### src/rtl/gs_pwm_pkg.sv
package gs_pwm_pkg;
   // Default geometry of the driver
   localparam int unsigned DEF_CHANNELS = 16;
   localparam int unsigned DEF_GS_BITS  = 12;
   // Limits accepted by the elaboration checks
   localparam int unsigned MIN_GS_BITS  = 2;
   localparam int unsigned MAX_GS_BITS  = 16;
endpackage

### src/rtl/gs_pwm_counter.sv
// Shared grayscale counter: cleared by blank, saturates at all ones.
module gs_pwm_counter #(
   parameter int unsigned GS_BITS = 12
) (
   input  logic               clk,
   input  logic               rst_n,
   input  logic               blank,
   output logic [GS_BITS-1:0] count,
   output logic               start,
   output logic               full
);
   localparam logic [GS_BITS-1:0] STEP = GS_BITS'(1);

   assign full  = &count;
   assign start = (count == '0) && !blank;

   always_ff @(posedge clk or negedge rst_n) begin
      if (!rst_n)
         count <= '0;
      else if (blank)
         count <= '0;
      else if (!full)
         count <= count + STEP;
   end
endmodule

### src/rtl/gs_pwm_channel.sv
// One PWM channel: captures its code at period start, ends its pulse on match.
module gs_pwm_channel #(
   parameter int unsigned GS_BITS = 12
) (
   input  logic               clk,
   input  logic               rst_n,
   input  logic               blank,
   input  logic               start,
   input  logic [GS_BITS-1:0] count,
   input  logic [GS_BITS-1:0] level_in,
   output logic               on
);
   logic [GS_BITS-1:0] level_q;

   always_ff @(posedge clk or negedge rst_n) begin
      if (!rst_n) begin
         level_q <= '0;
         on      <= 1'b0;
      end else if (blank) begin
         on      <= 1'b0;
      end else if (start) begin
         level_q <= level_in;
         on      <= |level_in;
      end else if (count == level_q) begin
         on      <= 1'b0;
      end
   end
endmodule

### src/rtl/gs_pwm_driver.sv
// Multi-channel grayscale PWM driver with blank-framed periods.
module gs_pwm_driver
   import gs_pwm_pkg::*;
#(
   parameter int unsigned CHANNELS = DEF_CHANNELS,
   parameter int unsigned GS_BITS  = DEF_GS_BITS
) (
   input  logic                        gs_clk,
   input  logic                        rst_n,
   input  logic                        blank,
   input  logic [CHANNELS*GS_BITS-1:0] gs_level,
   output logic [CHANNELS-1:0]         out_en
);
   // Elaboration-time parameter checks
   if (GS_BITS < MIN_GS_BITS || GS_BITS > MAX_GS_BITS) begin : g_bad_width
      $error("gs_pwm_driver: GS_BITS out of range");
   end
   if (CHANNELS < 1) begin : g_bad_channels
      $error("gs_pwm_driver: CHANNELS must be at least 1");
   end

   logic [GS_BITS-1:0]  gs_count;
   logic                cyc_start;
   logic                cnt_full;
   logic [CHANNELS-1:0] chan_on;

   gs_pwm_counter #(.GS_BITS(GS_BITS)) u_counter (
      .clk   (gs_clk),
      .rst_n (rst_n),
      .blank (blank),
      .count (gs_count),
      .start (cyc_start),
      .full  (cnt_full)
   );

   for (genvar i = 0; i < CHANNELS; i++) begin : g_ch
      gs_pwm_channel #(.GS_BITS(GS_BITS)) u_chan (
         .clk      (gs_clk),
         .rst_n    (rst_n),
         .blank    (blank),
         .start    (cyc_start),
         .count    (gs_count),
         .level_in (gs_level[i*GS_BITS +: GS_BITS]),
         .on       (chan_on[i])
      );
      // blank and saturation gate the enable without waiting for an edge
      assign out_en[i] = chan_on[i] & ~blank & ~cnt_full;
   end
endmodule

### config.mk
export PLATFORM = sky130hd
export DESIGN_NAME = gs_pwm_driver
export DESIGN_NICKNAME = d
export VERILOG_FILES = /design/src/rtl/gs_pwm_pkg.sv /design/src/rtl/gs_pwm_counter.sv /design/src/rtl/gs_pwm_channel.sv /design/src/rtl/gs_pwm_driver.sv
export SDC_FILE = /design/constraint.sdc
export NUM_CORES = 1
export LEC_CHECK = 0
export BUFFER_PORTS_ARGS = -buffer_cell sky130_fd_sc_hd__buf_2
export CAP_MARGIN = 20
export CORE_ASPECT_RATIO = 2
export CORE_MARGIN = 8
export CORE_UTILIZATION = 35
export DETAILED_ROUTE_END_ITERATION = 16
export SLEW_MARGIN = 20
export SYNTH_ARGS = -nofsm -noshare
export SYNTH_HDL_FRONTEND = slang
export SYNTH_SLANG_ARGS = --single-unit
export TNS_END_PERCENT = 10
### constraint.sdc
create_clock -name gs_clk -period 5.2 [get_ports gs_clk]
set_input_delay 0.26 -clock gs_clk [delete_from_list [all_inputs] [get_ports gs_clk]]
set_output_delay 0.26 -clock gs_clk [all_outputs]
set_load 0.1 [all_outputs]
==> results.json <==
{
  "final-hold-violation-count": 0,
  "grt_pass1_vias": 9526,
  "p_leak_nw": 6.662,
  "status": "finished, final reports clean",
  "io_pins": 211,
  "gp_congestion": 0.7599,
  "timing.max_slew.rel_slack": 0.4335,
  "setup_viol": 0,
  "setup_tns_ns": 0,
  "crit_required_ns": 4.94,
  "synth.avg_cell_area_sq_um": 12.61,
  "fin_nets": 1411,
  "firstDrtPassIters": 4,
  "crit_arrival_ns": 3.16,
  "grt_pass1_wl_mm": 53.00,
  "min_path_cells": 2,
  "clk_pin_slew_ns": 0.06,
  "synth_nets": 1078,
  "synth.ff_latch_count": 220,
  "cts_resized": 0,
  "hold_path_class": "input port to flip-flop",
  "fmax_mhz": 292.4,
  "grt_max_degree": 209,
  "synthTopCellsByArea": "dfrtp_1 50%, xor2_1 15%, mux2_1 11%, mux2_2 8.9%, nor4_1 5.6%",
  "skew_ns": 0.009834,
  "powerDensity_mw_per_mm2": 349.4,
  "yosys_warnings": 0,
  "grt_use_total": 0.1832,
  "drtAntennaViolNets": 0,
  "h-tree-depth": 1,
  "worstRegToRegCells": 8,
  "layout-drive-gt1-share": 0.2842,
  "fillers": 2867,
  "clockBufferDepth": 3,
  "irDropWorstVdd_mv": 0.2336,
  "syn2layout_area_growth_pct": 31.57,
  "die_w_um": 142.0,
  "antenna_cells": 0,
  "start_util": 0.3534,
  "ys_seq_area_frac": 0.4957,
  "path_class": "flip-flop to output pin",
  "crit_fanout": 19,
  "drt_iter0_drc": 320,
  "routedWlPerCell_um": 20.91,
  "synth_cell_types": 36,
  "synth_area_sq_mm": 0.01111,
  "drcViolationCount": 0,
  "die_area_sq_mm": 0.03804,
  "synth_commonest_cells": "220 x dfrtp_1, 192 x xor2_1, 104 x mux2_1",
  "async_flop_share": 1.000,
  "via_count": 8305,
  "rsz0062_at_grt": "false",
  "ctsHoldBuffers": 146,
  "end_kind": "output pin",
  "ys.flop_type": "dfrtp_1",
  "synthDominantCellAreaShare": 0.4957,
  "grt_antenna_before_repair": 0,
  "dieHeight_um": 267.9,
  "overflow": 0,
  "total_power_mw": 5.106,
  "wl_mm": 34.53,
  "finalMaxSlewViolations": 0,
  "worstSkewPairLatency_ns": 0.52,
  "cts_setup_buffers": 0,
  "portBuffers": 210,
  "yosysMostFrequentCell": "dfrtp_1",
  "period_share": 0.6578,
  "rows": 92,
  "startpoint_type": "flip-flop",
  "cts_buffers": 22,
  "tightest_slew_ns": 0.8497,
  "hpwlAfterDp_mm": 22.70,
  "maxCapViolations": 0,
  "finalCriticalPeriod_ns": 3.420,
  "core_area_sq_mm": 0.03143,
  "via_per_inst": 5.030,
  "syn_inst": 881,
  "synth_edf_count": 0,
  "cts_root_buf": "clkbuf_16",
  "cts_tree": "built",
  "synth_area_leader_cell": "dfrtp_1",
  "numClockSinks": 220
}
registers in the layout, summed over array words and instances, names as in the netlist:
signal / count
g_ch.u_chan.level_q: 192
g_ch.u_chan.on: 16
u_counter.count: 12
power breakdown:
group	switching (mW)	internal [mW]	leakage [nW]
sequential	0.281	2.11	2.61
combinational	0.512	0.604	3.71
clock	0.670	0.929	0.350
total	1.46	3.64	6.66
metal layers:
| layer | part of all wire | wire, um | global-route usage |
|---|---|---|---|
| met4 | 0.056 | 1929 | 0.1130 |
| met1 | 0.35 | 12040 | 0.1822 |
| met5 | 0 | 0 | 0 |
| met2 | 0.56 | 19360 | 0.3494 |
| met3 | 0.035 | 1205 | 0.02580 |
cell usage in the layout (no fill, tap or decap), types with 3 or more instances in the layout:
| cell type | count |
|---|---|
| buf_2 | 209 |
| dfrtp_1 | 208 |
| xor2_1 | 192 |
| dlygate4sd3_1 | 146 |
| mux2_1 | 104 |
| nor4_1 | 99 |
| mux2_2 | 88 |
| nand3_1 | 36 |
| clkbuf_16 | 23 |
| and2_1 | 17 |
| a32o_1 | 16 |
| dfrtp_2 | 12 |
| nor2_1 | 10 |
| nand2_1 | 8 |
| clkbuf_1 | 7 |
| a21oi_1 | 5 |
| clkbuf_8 | 5 |
| inv_1 | 4 |
| nor3_1 | 4 |
| nand4_1 | 3 |
cells by family (layout without fill, tap and decap cells):
group | Yosys count | count (layout) | synth area share
fa+ha+maj | 2 | 2 | 0.002253
buf+inv | 56 | 403 | 0.03481
flops | 220 | 220 | 0.4957
simple gates | 188 | 188 | 0.09767
mux | 194 | 194 | 0.1965
xor+xnor | 193 | 193 | 0.1522
compound gates | 28 | 28 | 0.02095
metrics by stage:
| stage | cells | area, sq um | hold slack (ns) | util | setup slack (ns) |
|---|---|---|---|---|---|
| 4_1_cts | 1650 | 14590 | 0.00004374 | 0.4641 | 1.732 |
| 5_1_grt | 1651 | 14610 | 0.002658 | 0.4650 | 1.612 |
| 3_3_place_gp | 1466 | 12410 | 0.3376 | 0.3948 | 1.967 |
| 3_5_place_dp | 1466 | 12410 | 0.3319 | 0.3950 | 2.069 |
| 2_1_floorplan | 881 | 11110 | -0.03559 | - | 2.807 |
| 6_report | 1651 | 14610 | 0.01833 | 0.4650 | 1.780 |
area by class of cell:
cell class | count | area (sq um) | area share
clock buffer | 35 | 670.6 | 0.04589
tap | 423 | 529.3 | 0.03622
inverter | 4 | 15.01 | 0.001027
clock inverter | 3 | 40.04 | 0.002740
multi-input combinational | 605 | 5233 | 0.3581
sequential | 220 | 5520 | 0.3778
timing repair buffer | 361 | 2605 | 0.1783
worst paths after layout:
check | endpoint | slack [ns] | from
max reg2reg | g_ch[10].u_chan.level_q[3] | 2.06 | u_counter.count[0]
min in group asynchronous | g_ch[1].u_chan.level_q[6] | 0.35 | rst_n
max in group asynchronous | u_counter.count[0] | 3.68 | rst_n
min reg2reg | g_ch[6].u_chan.level_q[0] | 0.50 | g_ch[6].u_chan.level_q[0]
min | g_ch[4].u_chan.level_q[6] | 0.02 | gs_level[54]
max | out_en[2] | 1.78 | u_counter.count[0]
worst max-delay path, stage by stage, from the launching register on:
cell and delay, ns:
dfrtp_2 0.65, ha_1 0.34, nand2_1 0.14, nor4_1 0.09, buf_4 0.18, nor2_4 0.55, and2_1 0.23, buf_2 0.43
No activity file was read; power rests on OpenSTA's default activity.
